--- src/rtl/fbv_pkg.sv ---
package fbv_pkg;
  localparam int PIX_W  = 26;
  localparam int DATA_W = 32;
  localparam int LANES  = DATA_W / 8;

  typedef enum logic [1:0] {
    WIN_P8   = 2'b00,
    WIN_C24  = 2'b01,
    WIN_FULL = 2'b10,
    WIN_VOID = 2'b11
  } win_e;

  typedef enum logic [2:0] {
    ST_IDLE,
    ST_RD,
    ST_MRG,
    ST_WR,
    ST_DONE
  } st_e;
endpackage

--- src/rtl/fbv_win_decode.sv ---
module fbv_win_decode
  import fbv_pkg::*;
#(
  parameter int PIX_AW = 10,
  localparam int ADDR_W = PIX_AW + 4
) (
  input  logic [ADDR_W-1:0] addr_i,
  input  logic [LANES-1:0]  be_i,
  input  logic              we_i,
  output win_e              win_o,
  output logic [PIX_AW-1:0] pix_base_o,
  output logic [LANES-1:0]  lanes_o,
  output logic              fast_wr_o
);
  logic unused_lsb;
  assign unused_lsb = ^addr_i[1:0];

  always_comb begin
    win_o      = win_e'(addr_i[ADDR_W-1:ADDR_W-2]);
    pix_base_o = addr_i[PIX_AW+1:2];
    lanes_o    = '0;
    unique case (win_o)
      WIN_P8: begin
        pix_base_o = {addr_i[PIX_AW-1:2], 2'b00};
        lanes_o    = be_i;
      end
      WIN_C24, WIN_FULL: lanes_o = (we_i && be_i == '0) ? '0 : LANES'(1);
      default: lanes_o = '0;
    endcase
    fast_wr_o = we_i && (win_o == WIN_FULL) && (be_i == '1);
  end
endmodule

--- src/rtl/fbv_lane_pick.sv ---
module fbv_lane_pick
  import fbv_pkg::*;
#(
  localparam int LW = $clog2(LANES)
) (
  input  logic [LANES-1:0] pend_i,
  output logic [LW-1:0]    lane_o,
  output logic [LANES-1:0] rest_o
);
  // lowest pending lane first
  always_comb begin
    lane_o = '0;
    for (int k = LANES - 1; k >= 0; k--) begin
      if (pend_i[k]) lane_o = LW'(k);
    end
    rest_o = pend_i & ~(LANES'(1) << lane_o);
  end
endmodule

--- src/rtl/fbv_pix_merge.sv ---
module fbv_pix_merge
  import fbv_pkg::*;
#(
  localparam int LW = $clog2(LANES)
) (
  input  win_e              win_i,
  input  logic [LW-1:0]     lane_i,
  input  logic [LANES-1:0]  be_i,
  input  logic [DATA_W-1:0] wdata_i,
  input  logic [PIX_W-1:0]  old_i,
  output logic [PIX_W-1:0]  new_o,
  output logic [DATA_W-1:0] rd_o
);
  always_comb begin
    new_o = old_i;
    rd_o  = '0;
    unique case (win_i)
      WIN_FULL: begin
        for (int b = 0; b < 3; b++) if (be_i[b]) new_o[8*b +: 8] = wdata_i[8*b +: 8];
        if (be_i[3]) new_o[25:24] = wdata_i[25:24];
        rd_o = DATA_W'(old_i);
      end
      WIN_C24: begin
        for (int b = 0; b < 3; b++) if (be_i[b]) new_o[8*b +: 8] = wdata_i[8*b +: 8];
        rd_o = {8'h00, old_i[23:0]};
      end
      WIN_P8: begin
        new_o[7:0] = wdata_i[8*lane_i +: 8];
        rd_o       = DATA_W'(old_i[7:0]) << (8 * lane_i);
      end
      default: ;
    endcase
  end
endmodule

--- src/rtl/fbv_aperture.sv ---
module fbv_aperture
  import fbv_pkg::*;
#(
  parameter int PIX_AW = 10,
  localparam int ADDR_W = PIX_AW + 4,
  localparam int LW = $clog2(LANES)
) (
  input  logic              clk_i,
  input  logic              rst_ni,
  input  logic              req_valid_i,
  output logic              req_ready_o,
  input  logic              req_we_i,
  input  logic [ADDR_W-1:0] req_addr_i,
  input  logic [LANES-1:0]  req_be_i,
  input  logic [DATA_W-1:0] req_wdata_i,
  output logic              rsp_valid_o,
  output logic [DATA_W-1:0] rsp_rdata_o,
  output logic              mem_req_o,
  output logic              mem_we_o,
  output logic [PIX_AW-1:0] mem_addr_o,
  output logic [PIX_W-1:0]  mem_wdata_o,
  input  logic [PIX_W-1:0]  mem_rdata_i
);
  st_e               st_q;
  win_e              win_q, dec_win;
  logic              we_q;
  logic [LANES-1:0]  be_q, pend_q, dec_lanes, rest;
  logic [DATA_W-1:0] wdata_q, rdata_q, rd_word;
  logic [PIX_AW-1:0] base_q, dec_base, cur_addr;
  logic [LW-1:0]     lane;
  logic [PIX_W-1:0]  merged;
  logic              dec_fast;

  fbv_win_decode #(.PIX_AW(PIX_AW)) i_dec (
    .addr_i(req_addr_i), .be_i(req_be_i), .we_i(req_we_i),
    .win_o(dec_win), .pix_base_o(dec_base), .lanes_o(dec_lanes), .fast_wr_o(dec_fast)
  );

  fbv_lane_pick i_pick (.pend_i(pend_q), .lane_o(lane), .rest_o(rest));

  fbv_pix_merge i_merge (
    .win_i(win_q), .lane_i(lane), .be_i(be_q), .wdata_i(wdata_q),
    .old_i(mem_rdata_i), .new_o(merged), .rd_o(rd_word)
  );

  assign cur_addr = (win_q == WIN_P8) ? {base_q[PIX_AW-1:2], lane} : base_q;

  always_ff @(posedge clk_i or negedge rst_ni) begin
    if (!rst_ni) begin
      st_q    <= ST_IDLE;
      win_q   <= WIN_VOID;
      we_q    <= 1'b0;
      be_q    <= '0;
      pend_q  <= '0;
      wdata_q <= '0;
      rdata_q <= '0;
      base_q  <= '0;
    end else begin
      unique case (st_q)
        ST_IDLE: if (req_valid_i) begin
          win_q   <= dec_win;
          we_q    <= req_we_i;
          be_q    <= req_be_i;
          wdata_q <= req_wdata_i;
          base_q  <= dec_base;
          pend_q  <= dec_lanes;
          rdata_q <= '0;
          if (dec_fast)              st_q <= ST_WR;
          else if (dec_lanes != '0)  st_q <= ST_RD;
          else                       st_q <= ST_DONE;
        end
        ST_RD: st_q <= ST_MRG;
        ST_MRG: begin
          if (!we_q) rdata_q <= rdata_q | rd_word;
          pend_q <= rest;
          st_q   <= (rest != '0) ? ST_RD : ST_DONE;
        end
        ST_WR:   st_q <= ST_DONE;
        ST_DONE: st_q <= ST_IDLE;
        default: st_q <= ST_IDLE;
      endcase
    end
  end

  always_comb begin
    mem_req_o   = 1'b0;
    mem_we_o    = 1'b0;
    mem_addr_o  = cur_addr;
    mem_wdata_o = merged;
    unique case (st_q)
      ST_RD:  mem_req_o = 1'b1;
      ST_MRG: begin
        mem_req_o = we_q;
        mem_we_o  = we_q;
      end
      ST_WR: begin
        mem_req_o   = 1'b1;
        mem_we_o    = 1'b1;
        mem_wdata_o = wdata_q[PIX_W-1:0];
      end
      default: ;
    endcase
  end

  assign req_ready_o = (st_q == ST_IDLE);
  assign rsp_valid_o = (st_q == ST_DONE);
  assign rsp_rdata_o = rdata_q;


  hs_single_chk: assert property (@(posedge clk_i) disable iff (!rst_ni)
    (req_valid_i && req_ready_o) |=> !req_ready_o);

  rsp_pulse_chk: assert property (@(posedge clk_i) disable iff (!rst_ni)
    rsp_valid_o |=> (!rsp_valid_o && req_ready_o));

  void_quiet_chk: assert property (@(posedge clk_i) disable iff (!rst_ni)
    (!req_ready_o && win_q == WIN_VOID) |-> !mem_req_o);

  c24_mode_keep_chk: assert property (@(posedge clk_i) disable iff (!rst_ni)
    (mem_we_o && win_q == WIN_C24) |-> (mem_wdata_o[25:24] == mem_rdata_i[25:24]));

  p8_plane_keep_chk: assert property (@(posedge clk_i) disable iff (!rst_ni)
    (mem_we_o && win_q == WIN_P8) |-> (mem_wdata_o[25:8] == mem_rdata_i[25:8]));

  full_mode_keep_chk: assert property (@(posedge clk_i) disable iff (!rst_ni)
    (mem_we_o && st_q == ST_MRG && win_q == WIN_FULL && !be_q[3])
      |-> (mem_wdata_o[25:24] == mem_rdata_i[25:24]));
endmodule

--- config.mk ---
export PLATFORM = sky130hd
export DESIGN_NAME = fbv_aperture
export DESIGN_NICKNAME = d
export VERILOG_FILES = /design/src/rtl/fbv_pkg.sv /design/src/rtl/fbv_win_decode.sv /design/src/rtl/fbv_lane_pick.sv /design/src/rtl/fbv_pix_merge.sv /design/src/rtl/fbv_aperture.sv
export SDC_FILE = /design/constraint.sdc
export NUM_CORES = 1
export LEC_CHECK = 0
export CAP_MARGIN = 20
export CORE_ASPECT_RATIO = 0.9
export CORE_MARGIN = 5
export CORE_UTILIZATION = 40
export CTS_BUF_LIST = sky130_fd_sc_hd__clkbuf_8
export DETAILED_ROUTE_END_ITERATION = 12
export GPL_ROUTABILITY_DRIVEN = 0
export GPL_TIMING_DRIVEN = 0
export HOLD_SLACK_MARGIN = 0.15
export PLACE_DENSITY = 0.66
export SLEW_MARGIN = 20
export SYNTH_ARGS = -nofsm -noshare
export SYNTH_HDL_FRONTEND = slang
export SYNTH_SLANG_ARGS = --single-unit
export TNS_END_PERCENT = 5
--- constraint.sdc ---
create_clock -name clk_i -period 6.1 [get_ports clk_i]
set_input_delay 1.22 -clock clk_i [delete_from_list [all_inputs] [get_ports clk_i]]
set_output_delay 1.22 -clock clk_i [all_outputs]
set_load 0.005 [all_outputs]
# Word-level counts from Yosys, hierarchy flattened
# Index checks and enable logic that the tools add are counted.
# totals
reg_bits	88
out_inout_bits	72
word_cells	70
# op_classes
n_eq_ne	11
n_shift	3
mux	29
bitwise_logic	3
reduce_logical	16
# op_table
op	n
$pmux W32 S3	1
$mux W32	2
$pmux W32 S2	1
$or A32 B32 Y32	1
$shiftx A32 B6 Y8	1
$shl A8 B5 Y32	1
$mux W26	1
$mux W8	3
$mux W16	1
$pmux W4 S2	2
$pmux W8 S2	1
$mux W2	7
$mux W3	4
$pmux W3 S4	1
$mux W10	1
$reduce_bool A4 Y1	2
$eq A3 B2 Y1 const B	2
$reduce_or A2 Y1	3
$and A4 B4 Y4	1
$eq A2 B1 Y1 const B	2
$eq A2 B2 Y1 const B	2
$eq A4 B4 Y1 const B	1
$logic_not A2 Y1	2
$logic_not A4 Y1	1
13 further kinds	18

# Depth between registers and ports, before layout
# logic_depth
ltp_word	10
mapped_depth	8
mapped_depth_nobuf	7

# Cells and area by module
# From an unflattened synthesis, not the netlist that was laid out.
# unflattened
cells_unflattened	533
area_unflattened_um2	5170.0
# by_module_without_submodules
module	instances	cells_per_inst	area_each_um2
fbv_aperture	1	361	3762.4
fbv_pix_merge	1	135	1111.1
fbv_win_decode	1	27	237.7
fbv_lane_pick	1	10	58.8

# Worst setup path after synthesis
# Ideal clock, no wire load.
# synth_timing
path_kind	input to output
start	in mem_rdata_i[0]
end	out mem_wdata_o[0]
arrival_time_ps	1919
t_required_ps	4880
setup_slack_ps	2961
stages	4
path_cell_list	mux2_2 a221oi_1 o21a_1 a21oi_1
# synth_via
elab_chain_len	3
# synth_lines
element	line	source
start, declared	fbv_aperture.sv:22	input logic [PIX_W-1:0] mem_rdata_i
$mux W8	fbv_pix_merge.sv:19, fbv_pix_merge.sv:24	
$pmux W8 S2 *	fbv_pix_merge.sv:17	unique case (win_i)
$mux W26 *	fbv_aperture.sv:90	unique case (st_q)
end, declared	fbv_aperture.sv:21	output logic [PIX_W-1:0] mem_wdata_o,
# Every way passes the cells marked *; elsewhere a longest branch is shown, timed or not.

# Worst setup path in the final report
# layout_timing
start	in mem_rdata_i[7]
end	out mem_wdata_o[7]
# The elaborated chain is that of the path after synthesis.

==> metrics.log <==
INFO  metric run_status = completed
INFO  metric placed_cells = 846
INFO  metric synth_cells = 536
INFO  metric cp.arrival = 3330 ps
INFO  metric synth_enable_flop_cells = 0
INFO  metric gr-usage-all-layers = 22.5%
INFO  metric fin_ws = 1550 ps
INFO  metric insertedDiodeCount = 0
INFO  metric die_h = 115 µm
INFO  metric cts-hold-fix-buffers = 0
INFO  metric critical_path_required = 4880 ps
INFO  metric yosys-top-cells-area = dfrtp_1 (44%), nand2_1 (12%), a22o_1 (6.5%)
INFO  metric synth_largest_type_area_fraction = 44.3%
INFO  metric path_delay_family = buffers and inverters
INFO  metric dr.first_iter.drc_count = 319
INFO  metric power_density_of_the_placed_cells = 472 mW/mm²
INFO  metric report.final.setup_viol = 0
INFO  metric slew_viol_final = 0
INFO  metric synth.top_cells.by_count = nand2_1 (153), dfrtp_1 (86), a22o_1 (36)
INFO  metric grt_first_pass_wirelength = 25.4 mm
INFO  metric route.final.wire_length = 16.2 mm
INFO  metric timing.critical_path.cells = clkdlybuf4s50_1 > nand2b_1 > a21boi_0 > a221o_1 > nor3_1 > nor3_1 > clkdlybuf4s50_1
INFO  metric grt_antenna_before_repair = 0
INFO  metric via_per_inst = 5.37
INFO  metric dpl_worst_slack = 1600 ps
INFO  metric seq_area = 0.00220 mm²
INFO  metric synth_seq_area_share = 45.4%
INFO  metric critical_path.n_buffers_inverters = 2
INFO  metric port_buffers = 149
INFO  metric first_pass_iters = 5
INFO  metric min-delay-path-class = flip-flop to flip-flop
INFO  metric clkLatencyLatePin = 360 ps
INFO  metric final_core_util = 56.6%
INFO  metric final_layout_size_suffix_gt1_share = 12.0%
INFO  metric final_skew = 5.92 ps
INFO  metric antenna_left = 0
INFO  metric synth.yosys.warnings = 0
INFO  metric period_share = 74.6%
INFO  metric ctsResizeCount = 0
INFO  metric number_of_flip_flops_and_latches_in_the_synthesized_netlist = 88
INFO  metric report.final.hold_viol_count = 0
INFO  metric vdd_drop_max = 0.219 mV
INFO  metric cts_max_path_buffers = 2
INFO  metric max_slew_margin = 51.8%
INFO  metric num_vias = 4,632
INFO  metric max-cap-violations = 0
INFO  metric post_dp_area = 0.00658 mm²
INFO  metric grt_max_degree = 47
INFO  metric floorplan.io_pins = 152
INFO  metric drt-wirelength-per-cell = 18.8 µm
INFO  metric core_area = 0.0120 mm²
INFO  metric leftover_overflow_at_the_end_of_global_routing = 0
INFO  metric dp_hpwl = 12.6 mm
INFO  metric cts_root_buffer = clkbuf_8
INFO  metric crit_path_launch_type = input pin
INFO  metric core.rowCount = 38
INFO  metric multi_input_area = 0.00236 mm²
INFO  metric static-leakage-power = 3.05 nW
INFO  metric grt_setup_unrepaired = no
INFO  metric design.die.area = 0.0145 mm²
INFO  metric synth.cell_area = 0.00486 mm²
INFO  metric synthDistinctLibCells = 54
INFO  metric path_max_fanout = 7
INFO  metric tritoncts = built
INFO  metric final_cell_count_no_fill = 862
INFO  metric fin_area = 0.00678 mm²
INFO  metric cts_made_buffers = 9
INFO  metric worst_setup_hold_path_clk_slew = 90 ps
INFO  metric worst_path_max_delay_cell = clkdlybuf4s50_1
INFO  metric async_flop_share = 100%
INFO  metric worst-setup-path-type = input pin to output pin
INFO  metric nets = 785
INFO  metric syn-mean-instance-area = 9.07 µm²
INFO  metric start_util = 40.6%
INFO  metric final.min_clock_period = 4550 ps
INFO  metric totalNegativeSetupSlack = 0 ps
INFO  metric drc = 0
INFO  metric worstMarginPinSlew = 718 ps
INFO  metric ys_dominant_reg_cell = dfrtp_1
INFO  metric synth.net_count = 624
INFO  metric post-synth-top-area-cell = dfrtp_1
INFO  metric critPathMaxStageDelay = 740 ps
INFO  metric ctsHtreeMaxLevel = 3
INFO  metric grt_pass1_vias = 4,675
INFO  metric die_x = 126 µm
INFO  metric critical_path_sink_type = output pin
INFO  metric synthMostInstantiatedCell = nand2_1
INFO  metric clock-sinks = 88
INFO  metric max_freq = 0.220 GHz
INFO  metric buffers_inserted_by_post_cts_timing_repair = 0
INFO  metric final.fill_count = 1,121
INFO  metric synth_to_final_area_change = 39.5%
==> placed cells by master (no fill, tap or decap), types with 3 or more instances in the layout <==
cell             instances
nand2_1                153
clkdlybuf4s50_1        148
dfrtp_1                 86
a22o_1                  36
nor2_1                  28
o21ai_0                 27
a21oi_1                 26
mux2_2                  21
buf_2                   16
nor3_1                  14
buf_4                   12
mux2i_1                 12
inv_1                   11
clkbuf_8                10
clkbuf_1                 9
ha_1                     8
nand3b_1                 7
buf_6                    4
o221ai_1                 4
a221oi_1                 4
nand2b_1                 3
a21boi_0                 3
a221o_1                  3
o21a_1                   3
o22ai_1                  3
nand4_1                  3
nand3_1                  3
==> sequential cells by signal, summed over array words and instances (netlist names) <==
name	count
we_q	1
win_q	2
wdata_q	32
pend_q	4
st_q	3
base_q	10
rsp_rdata_o	32
be_q	4
==> stage by stage <==
step / power, W / hold WS (ps)
3_5_place_dp: 0.00279 / 461
2_1_floorplan: 0.00194 / 439
4_1_cts: 0.00322 / 480
6_report: 0.00320 / 474
5_1_grt: 0.00343 / 510
3_3_place_gp: 0.00275 / 459
==> final timing paths <==
kind,startpoint,end,slack (ps),cells past startpoint
max in group asynchronous,rst_ni,wdata_q[15],4620,2
setup / recovery,mem_rdata_i[7],mem_wdata_o[7],1550,7
hold reg to reg,base_q[1],base_q[1],470,2
setup reg to reg,win_q[0],rsp_rdata_o[10],3870,8
min in group asynchronous,rst_ni,pend_q[3],850,1
hold / removal,base_q[1],base_q[1],470,2
==> kinds of logic (layout without fill, tap and decap cells) <==
logic type	count (synthesis)	in the layout	share of synthesized area, %
AOI/OAI and AO/OA	124	124	18.1
DFF	88	88	45.4
adders and majority gates	9	9	2.27
buffers and inverters	54	220	6.05
muxes	33	33	7.34
and+or+nand+nor	228	228	20.9
==> power breakdown <==
| part | switching (W) | leakage, nW | total, W | internal (W) |
|---|---|---|---|---|
| Clock | 0.000216 | 0.0989 | 0.000418 | 0.000202 |
| Combinational | 0.000835 | 1.82 | 0.00175 | 0.000913 |
| Sequential | 0.000207 | 1.13 | 0.00104 | 0.000833 |
| Total | 0.00126 | 3.05 | 0.00320 | 0.00195 |
==> final cells by class <==
class	instances	share of cell area, %
clock buffers	10	2.03
plain buffers	41	3.62
repair buffers	150	22.4
clock inverters	6	0.996
flip-flops and latches	88	32.5
inverters	13	0.719
multi-input cells	394	34.8
well taps	160	2.95
==> layer usage <==
layer	up-vias	track usage [%]	wire length, µm
met4	0	5.50	243
li1	2190	-	-
met2	162	36.7	7760
met1	2262	30.7	7230
met3	18	4.94	984
met5	-	0	0
==> worst register-to-register path, cell delays in order (launching register included) <==
cell and delay (ps):
dfstp_2 570, inv_1 80, ha_1 250, or2_1 260, buf_2 190, buf_1 260, a22o_1 280, a21oi_1 170
nor2_1 50
(Power assumes the default switching activity.)
